==> config.mk <==
export PLATFORM = sky130hd
export DESIGN_NAME = wdog_cascade
export DESIGN_NICKNAME = d
export VERILOG_FILES = /design/src/rtl/wdog_pkg.sv /design/src/rtl/wdog_stage.sv /design/src/rtl/wdog_gate.sv /design/src/rtl/wdog_regif.sv /design/src/rtl/wdog_cascade.sv
export SDC_FILE = /design/constraint.sdc
export NUM_CORES = 1
export LEC_CHECK = 0
export BUFFER_PORTS_ARGS = -buffer_cell sky130_fd_sc_hd__buf_2
export CAP_MARGIN = 20
export CORE_UTILIZATION = 54
export CTS_CLUSTER_SIZE = 28
export DETAILED_ROUTE_END_ITERATION = 10
export HOLD_SLACK_MARGIN = 0.08
export PLACE_DENSITY = 0.83
export SKIP_CTS_REPAIR_TIMING = 1
export SKIP_LAST_GASP = 1
export SYNTH_ARGS = -nofsm -noshare
export SYNTH_HDL_FRONTEND = slang
export SYNTH_HIERARCHICAL = 1
export SYNTH_SLANG_ARGS = --single-unit
export TNS_END_PERCENT = 10
==> constraint.sdc <==
create_clock -name clk -period 8.4 [get_ports clk]
set_input_delay 1.26 -clock clk [delete_from_list [all_inputs] [get_ports clk]]
set_output_delay 1.26 -clock clk [all_outputs]
set_load 0.05 [all_outputs]
==> src/rtl/wdog_pkg.sv <==
package wdog_pkg;

    localparam int unsigned REG_W   = 8;
    localparam int unsigned SEL_BIT = 7;
    localparam int unsigned RD_BITS = 6;

    typedef struct packed {
        logic started;
        logic sel;
    } wdog_cfg_t;

    typedef struct packed {
        logic rst_req;
        logic stop_enter;
    } wdog_out_t;

endpackage

==> src/rtl/wdog_stage.sv <==
module wdog_stage #(
    parameter int unsigned W = 8
) (
    input  logic         clk,
    input  logic         rst_n,
    input  logic         en,
    input  logic         load,
    output logic [W-1:0] value,
    output logic         uf
);

    typedef struct packed {
        logic [W-1:0] cnt;
    } stage_t;

    stage_t st_d, st_q;

    always_comb begin
        st_d = st_q;
        uf   = en && !load && (st_q.cnt == '0);
        if (load) begin
            st_d.cnt = '1;
        end else if (en) begin
            st_d.cnt = st_q.cnt - 1'b1;
        end
    end

    always_ff @(posedge clk or negedge rst_n) begin
        if (!rst_n) begin
            st_q.cnt <= '1;
        end else begin
            st_q <= st_d;
        end
    end

    assign value = st_q.cnt;

endmodule

==> src/rtl/wdog_gate.sv <==
module wdog_gate (
    input  logic clk,
    input  logic rst_n,
    input  logic cfg_wdt_off,
    input  logic mode_wait,
    input  logic mode_stop,
    input  logic osc_settling,
    input  logic tick16,
    output logic cnt_en
);

    typedef struct packed {
        logic started;
    } gate_t;

    gate_t g_d, g_q;
    logic  started_now;
    logic  halted;

    always_comb begin
        g_d         = g_q;
        started_now = g_q.started || !osc_settling;
        g_d.started = started_now;
        halted      = mode_stop && !mode_wait;
        cnt_en      = tick16 && !cfg_wdt_off && started_now && !halted;
    end

    always_ff @(posedge clk or negedge rst_n) begin
        if (!rst_n) begin
            g_q.started <= 1'b0;
        end else begin
            g_q <= g_d;
        end
    end

endmodule

==> src/rtl/wdog_regif.sv <==
module wdog_regif
    import wdog_pkg::*;
#(
    parameter int unsigned W = 8
) (
    input  logic             clk,
    input  logic             rst_n,
    input  logic             reg_wr,
    input  logic [REG_W-1:0] reg_wdata,
    input  logic [W-1:0]     high_val,
    output logic             sel,
    output logic [REG_W-1:0] reg_rdata
);

    localparam int unsigned GAP = SEL_BIT - RD_BITS;

    typedef struct packed {
        logic sel;
    } regs_t;

    regs_t r_d, r_q;

    always_comb begin
        r_d = r_q;
        if (reg_wr) begin
            r_d.sel = reg_wdata[SEL_BIT];
        end
        reg_rdata = {r_q.sel, {GAP{1'b0}}, high_val[W-1 -: RD_BITS]};
    end

    always_ff @(posedge clk or negedge rst_n) begin
        if (!rst_n) begin
            r_q.sel <= 1'b0;
        end else begin
            r_q <= r_d;
        end
    end

    assign sel = r_q.sel;

endmodule

==> src/rtl/wdog_cascade.sv <==
module wdog_cascade
    import wdog_pkg::*;
#(
    parameter int unsigned W      = 8,
    parameter int unsigned NSTAGE = 2
) (
    input  logic             clk,
    input  logic             rst_n,
    input  logic             cfg_wdt_off,
    input  logic             cfg_stop_halts,
    input  logic             stop_exec,
    input  logic             mode_wait,
    input  logic             mode_stop,
    input  logic             osc_settling,
    input  logic             tick16,
    input  logic             reg_wr,
    input  logic [REG_W-1:0] reg_wdata,
    output logic [REG_W-1:0] reg_rdata,
    output logic             rst_req,
    output logic             stop_enter
);

    localparam int unsigned TOP = NSTAGE - 1;

    logic                    cnt_en;
    logic                    sel;
    logic [NSTAGE-1:0]       stage_en;
    logic [NSTAGE-1:0]       stage_uf;
    logic [NSTAGE-1:0][W-1:0] stage_val;
    logic                    spare_unused;
    logic                    timeout;

    wdog_out_t o_d, o_q;

    wdog_gate u_gate (
        .clk          (clk),
        .rst_n        (rst_n),
        .cfg_wdt_off  (cfg_wdt_off),
        .mode_wait    (mode_wait),
        .mode_stop    (mode_stop),
        .osc_settling (osc_settling),
        .tick16       (tick16),
        .cnt_en       (cnt_en)
    );

    for (genvar i = 0; i < NSTAGE; i++) begin : g_stage
        if (i == 0) begin : g_first
            assign stage_en[i] = cnt_en;
        end else if (i == TOP) begin : g_last
            // the last stage may bypass the chain and take the tick itself
            assign stage_en[i] = sel ? cnt_en : stage_uf[i-1];
        end else begin : g_mid
            assign stage_en[i] = stage_uf[i-1];
        end

        wdog_stage #(.W(W)) u_stage (
            .clk   (clk),
            .rst_n (rst_n),
            .en    (stage_en[i]),
            .load  (reg_wr),
            .value (stage_val[i]),
            .uf    (stage_uf[i])
        );
    end

    wdog_regif #(.W(W)) u_regif (
        .clk       (clk),
        .rst_n     (rst_n),
        .reg_wr    (reg_wr),
        .reg_wdata (reg_wdata),
        .high_val  (stage_val[TOP]),
        .sel       (sel),
        .reg_rdata (reg_rdata)
    );

    assign spare_unused = ^{stage_val, reg_wdata};

    always_comb begin
        o_d            = o_q;
        timeout        = stage_uf[TOP] && !reg_wr;
        o_d.rst_req    = timeout || (stop_exec && !cfg_stop_halts);
        o_d.stop_enter = stop_exec && cfg_stop_halts;
    end

    always_ff @(posedge clk or negedge rst_n) begin
        if (!rst_n) begin
            o_q <= '0;
        end else begin
            o_q <= o_d;
        end
    end

    assign rst_req    = o_q.rst_req;
    assign stop_enter = o_q.stop_enter;

endmodule

==> results of run 1 <==
[worst max-delay path by stage]
stage                             from                                       to  slack (ns)  cells past startpoint
after floorplan              mode_wait  g_stage[1].u_stage/value[5]$_DFFE_PN1P_        4.78                      9
after global placement    osc_settling  g_stage[1].u_stage/value[5]$_DFFE_PN1P_        4.56                      9
after detailed placement  osc_settling  g_stage[1].u_stage/value[5]$_DFFE_PN1P_        4.52                      9
after CTS                 osc_settling  g_stage[1].u_stage/value[5]$_DFFE_PN1P_        4.86                      9
after global routing         mode_wait  g_stage[1].u_stage/value[5]$_DFFE_PN1P_        4.76                      9
final                     osc_settling  g_stage[1].u_stage/value[5]$_DFFE_PN1P_        4.87                      9
[kinds of logic (layout without fill, tap and decap cells)]
| logic type | after synthesis | after routing | synth area share, % |
|---|---|---|---|
| AOI/OAI and AO/OA | 11 | 11 | 5.790 |
| other | 1 | 1 | 0.3402 |
| adders and majority gates | 4 | 4 | 4.540 |
| and+or+nand+nor | 46 | 46 | 27.81 |
| xor gates and xnor gates | 4 | 4 | 3.179 |
| muxes | 2 | 2 | 2.724 |
| buffers and inverters | 16 | 29 | 8.400 |
| DFF | 20 | 20 | 47.22 |
[per-layer routing]
layer	share of wire, %	up-vias	wire, µm	track usage (%)
li1	-	384	-	-
met1	41	394	763	19.42
met2	54	18	1013	37.22
met3	2.4	6	45	3.462
met4	3.2	0	61	13.71
met5	0	-	0	0
[where the power goes]
part / switching [W] / leakage (nW) / internal, W / total, W
clock network: 0.0000296 / 0.0279 / 0.0000482 / 0.0000778
registers: 0.00000145 / 0.215 / 0.0000992 / 0.000101
logic: 0.0000111 / 0.257 / 0.00000618 / 0.0000173
[flip-flops by register name, summed over array words and instances (netlist names)]
register and count:
g_stage.u_stage/value 16, rst_req 1, stop_enter 1, u_gate/g_q 1, u_regif/sel 1
[layout make-up]
| cell class | count | area share [%] |
|---|---|---|
| Clock inverter | 1 | 2.479 |
| Timing Repair Buffer | 19 | 7.851 |
| Sequential cell | 20 | 42.98 |
| Multi-Input combinational cell | 68 | 40.39 |
| Tap cell | 25 | 2.583 |
| Inverter | 6 | 1.860 |
| Clock buffer | 3 | 1.860 |
[synthesized netlist by cell type (2+ instances only)]
| library cell | instances | area [µm²] |
|---|---|---|
| inv_1 | 6 | 22.52 |
| buf_4 | 8 | 60.06 |
| or3_1 | 4 | 25.02 |
| ha_1 | 4 | 50.05 |
| or4_1 | 2 | 15.01 |
| xnor2_1 | 2 | 17.52 |
| o21ai_0 | 8 | 40.04 |
| nand2_1 | 6 | 22.52 |
| or4bb_1 | 2 | 22.52 |
| o31a_1 | 2 | 17.52 |
| xor2_1 | 2 | 17.52 |
| nand3b_1 | 4 | 30.03 |
| dfrtp_1 | 4 | 100.1 |
| or4b_1 | 2 | 20.02 |
| buf_2 | 2 | 10.01 |
| or3b_1 | 2 | 17.52 |
| or3b_2 | 4 | 35.03 |
| nor4_1 | 2 | 12.51 |
| nor3_1 | 8 | 40.04 |
| dfstp_2 | 16 | 420.4 |
| mux2_4 | 2 | 30.03 |
| nand2b_1 | 8 | 50.05 |
[critical path, cell delays in order]
cell      delay (ns)
buf_2           0.09
nand2b_1        0.07
and4b_1         0.35
or4bb_1         0.50
nor3_1          0.15
mux2_4          0.22
or4b_1          0.55
o31a_1          0.27
or3_1           0.30
[stage by stage]
| stage | hold slack, ns | total power, W | worst slack [ns] |
|---|---|---|---|
| floorplan | 0.4235 | 0.0001133 | 4.784 |
| global placement | 0.4437 | 0.0001189 | 4.562 |
| detailed placement | 0.4562 | 0.0001197 | 4.519 |
| CTS | 0.4888 | 0.0001998 | 4.863 |
| global route | 0.5045 | 0.0002050 | 4.764 |
| finish | 0.4808 | 0.0001958 | 4.867 |
==> summary.txt, run 1 <==
Synthesis
  • Sequential area share after synthesis: between 40 and 50%
  • Avg Cell Area, Syn: about 11 µm²
  • Top FF cell, synth: dfstp_2
  • Yosys cell types: 26
  • FF+latch count, synth: 20
  • Syn Nets: 126
  • Warnings from Yosys: 6
  • Synthesized cell area: between 0.001 and 0.0015 mm²
  • Ys async rst share: 100.0%
  • Number of synthesized flops with an enable pin: 0
  • Post-Syn Instances: ~100

Critical path
  • CP endpoint kind: flop
  • Reg-to-Reg End: g_stage[1].u_stage/value[5]$_DFFE_PN1P_
  • Reg2Reg Depth: 8
  • Origin of the critical flop-to-flop path: u_gate/g_q$_DFF_PN0_
  • Crit Path Max Fanout: 8
  • Worst endpoint data arrival time: approximately 3.8 ns
  • Kind of start point of the critical path: primary input
  • Setup Crit Path Kind: in2reg
  • Critical Path RT: approximately 8.6 ns
  • Reg2reg setup slack: roughly 5.6 ns

Global route
  • GRT Total Usage: between 10% and 20%
  • GRT overflow: 0
  • Vias in the first global route: approximately 730
  • Largest net degree at the start of global routing: 21
  • Wire length of the first global-routing pass: between 2 and 3 mm
  • Initial antenna violation count: 0

Clock tree
  • H-tree depth: 1
  • Worst-Skew Late Latency: 0.30 ns
  • CTS tree: built
  • Clk buf depth: 2
  • CTS sink cnt: 20
  • CTS root buf: clkbuf_4
  • Worst-path clk slew: roughly 0.12 ns
  • CTS buffer count: 3

Cells and area
  • Layout cells sized above 1: 38.46%
  • Layout area overhead: 9.875%
  • Fin cells: 142
  • Register area: ~520 µm²
  • Multi-input gate area: around 500 µm²
  • Final Cell Area: between 0.001 and 0.0015 mm²
  • Commonest non-fill, non-tap cells in the layout: 19 x buf_2, 16 x dfstp_2, 8 x nor3_1, 8 x nand2b_1, 8 x o21ai_0
  • Most common cell after layout, fill and taps aside: buf_2
  • Nets: 140
  • # fillers: 160
  • Antenna diode count: 0
  • Final Util: approximately two thirds

STA
  • Crit path time final: about 3.5 ns
  • Setup Viol. Count Final: 0
  • Pins Over Slew Limit: 0
  • RSZ-0062 raised after global routing: false
  • Period utilization: roughly 42%
  • Layout Skew: ~0.0091 ns
  • FMAX: roughly 280 MHz
  • Final Hold Fails: 0
  • Setup TNS Final: 0 ns

Pwr
  • Leakage: between 0.4 and 0.5 nW
  • Maximum VDD drop: roughly 0.00012 V
  • Power per Cell Area: 161.6 mW/mm²

Min path
  • WHS Path Cells: 1
  • HP Class: reg2reg
  • Hold Path Sink: u_gate/g_q$_DFF_PN0_
  • Min-Delay Startpoint: u_gate/g_q$_DFF_PN0_

Drt
  • Routed vias/inst: around 5.6
  • DRT Pass-1 Iters: 4
  • # DRC: 0
  • Initial DRC count: 2
  • Antenna Nets Post-Route: 0
  • WL per Instance: roughly 13 µm
  • Via count: between 800 and 900
  • Routed WL: around 1.9 mm

Die
  • Die Ht: 47.18 µm
  • Initial Util: around three fifths
  • Core ar.: 0.001821 mm²
  • Die Area: between 0.002 and 0.0025 mm²
  • Chip width: 47.18 µm
  • Row count: 15
  • # IOs: 28

Placed design
  • Final GP Congestion: 0.7428
  • HPWL after detailed placement: 1.323 mm
  • Placement Cell Area: between 0.001 and 0.0015 mm²
  • Placed cells: 138
  • IO buf count: 19

Outcome
  • Status: finished, final reports clean

Run
  • Max-Cap Viols: 0
(Power assumes the default switching activity.)
==> inputs of run 2 (changes only) <==
Settings changed: CORE_ASPECT_RATIO set to 0.6, CORE_UTILIZATION 54 to 51, PLACE_DENSITY 0.83 to 0.79.
Clock period 8.4 ns to 3.4 ns, I/O delays scaled along.
==> summary.txt, run 2 (synthesis results as in run 1) <==
Drt
  • Antenna Nets Post-Route: 0
  • WL per Instance: 13.67 µm
  • Routed WL: 1.996 mm
  • Routed vias/inst: roughly 5.3
  • Via count: between 700 and 800
  • Initial DRC count: 24
  • # DRC: 0
  • DRT Pass-1 Iters: 4

Critical path
  • Kind of start point of the critical path: flop
  • Crit Path Max Fanout: 7
  • CP endpoint kind: flop
  • Worst endpoint data arrival time: between 3 and 4 ns
  • Origin of the critical flop-to-flop path: u_gate/g_q$_DFF_PN0_
  • Worst Setup SP: u_gate/g_q$_DFF_PN0_
  • Critical Path RT: roughly 3.7 ns
  • Setup Crit Path Kind: reg2reg

Die
  • Die Area: between 0.002 and 0.0025 mm²
  • Initial Util: 56.91%
  • # IOs: 28
  • Chip width: just over 60 µm
  • Die Ht: around 38 µm
  • Core ar.: ~0.0019 mm²
  • Row count: 12

Cells and area
  • Commonest non-fill, non-tap cells in the layout: 19 x buf_2, 16 x dfstp_2, 8 x nor3_1, 8 x nand2b_1, 8 x o21ai_0
  • Final Cell Area: about 0.0012 mm²
  • Largest register FFs: 16
  • Multi-input gate area: between 400 and 500 µm²
  • Antenna diode count: 0
  • Layout area overhead: 9.421%
  • # fillers: between 150 and 200
  • Register area: roughly 520 µm²
  • Layout cells sized above 1: between 30 and 40%
  • Nets: about 140
  • Most common cell after layout, fill and taps aside: buf_2

Global route
  • Vias in the first global route: between 600 and 700
  • Wire length of the first global-routing pass: between 3 and 4 mm
  • Initial antenna violation count: 0
  • GRT Total Usage: around 19%
  • Largest net degree at the start of global routing: 21
  • GRT overflow: 0

Pwr
  • Gate power share: roughly a tenth
  • Cell internal pwr: roughly 0.00033 W
  • Maximum VDD drop: about 0.00019 V
  • Clock share of power: 32.1%
  • Power per Cell Area: about 360 mW/mm²
  • Sw Ratio: about a quarter
  • Leakage: ~0.50 nW
  • Sequential share of power: between 50% and 60%
  • NetSw: about 0.00010 W

Clock tree
  • CTS sink cnt: 20
  • CTS buffer count: 3
  • CTS root buf: clkbuf_4
  • CTS tree: built
  • Worst-Skew Late Latency: roughly 0.31 ns
  • Clk buf depth: 2
  • Worst-path clk slew: 0.11 ns
  • H-tree depth: 1

STA
  • Setup Viol. Count Final: 0
  • Setup TNS Final: 0 ns
  • Crit path time final: roughly 2.8 ns
  • FMAX: 359.4 MHz
  • Worst Setup Slack, final: just over 0.6 ns
  • Pins Over Slew Limit: 0
  • Layout Skew: slightly above 0.006 ns
  • Final Hold Fails: 0
  • RSZ-0062 raised after global routing: false
  • Period utilization: 81.83%

Outcome
  • Status: finished, final reports clean

Placed design
  • IO buf count: 19
  • Final GP Congestion: ~0.73
  • HPWL after detailed placement: about 1.4 mm
  • Placement Cell Area: 0.001170 mm²
  • DP Worst Slack: 0.3773 ns

Run
  • Max-Cap Viols: 0

Min path
  • HP Class: in2async
[run 2: cell count changes in the layout (fill, tap and decap cells not counted)]
cell       previous run  this run
bufinv_16             1         0
buf_4                 0         1
clkbuf_8              0         1
[run 2: worst max-delay path, stage by stage (launching register included)]
cell	delay, ns
dfrtp_1	0.32
nand2b_1	0.11
and4b_1	0.21
or4bb_1	0.47
nor3_1	0.22
mux2_4	0.25
or4b_1	0.57
o31a_1	0.28
or3_1	0.30
[run 2: power groups by stage]
stage	clock network, W	registers (W)	logic [W]
finish	0.000138	0.000248	0.0000438
detailed placement	0	0.000252	0.0000439
global placement	0	0.000252	0.0000430
CTS	0.000145	0.000248	0.0000443
global route	0.000154	0.000249	0.0000478
floorplan	0	0.000256	0.0000240
[run 2: routing by layer]
layer	track usage [%]	share of wire, %	vias to the layer above
met4	5.000	1.1	0
met2	29.26	44	18
met1	26.51	50	379
li1	-	-	382
met5	0	0	-
met3	7.095	5.1	2
[run 2: worst paths after layout]
path	end	slack [ns]	depth (start not counted)
setup reg to reg	g_stage[1].u_stage/value[5]$_DFFE_PN1P_	0.62	8
min in group clk	rst_req$_DFF_PN0_	0.38	2
setup / recovery	g_stage[1].u_stage/value[5]$_DFFE_PN1P_	0.62	8
hold reg to reg	u_gate/g_q$_DFF_PN0_	0.47	1
hold / removal	rst_req$_DFF_PN0_	0.12	1
max in group asynchronous	g_stage[1].u_stage/value[6]$_DFFE_PN1P_	2.94	1
[run 2: final cells by class]
cell class / count / area share (%)
sequential: 20 / 43.15
multi-input combinational: 68 / 40.56
timing repair buffer: 20 / 8.506
clock buffer: 4 / 3.008
tap: 28 / 2.905
inverter: 6 / 1.867
[run 2: through the flow]
step,utilization (%),hold slack (ns),cells,power [W]
after detailed placement,60.40,0.4426,142,0.0002959
after CTS,62.27,0.1254,146,0.0004380
after global routing,62.27,0.1371,146,0.0004512
final,62.27,0.1237,146,0.0004298
after floorplan,-,0.2144,104,0.0002799
after global placement,60.40,0.4418,142,0.0002947
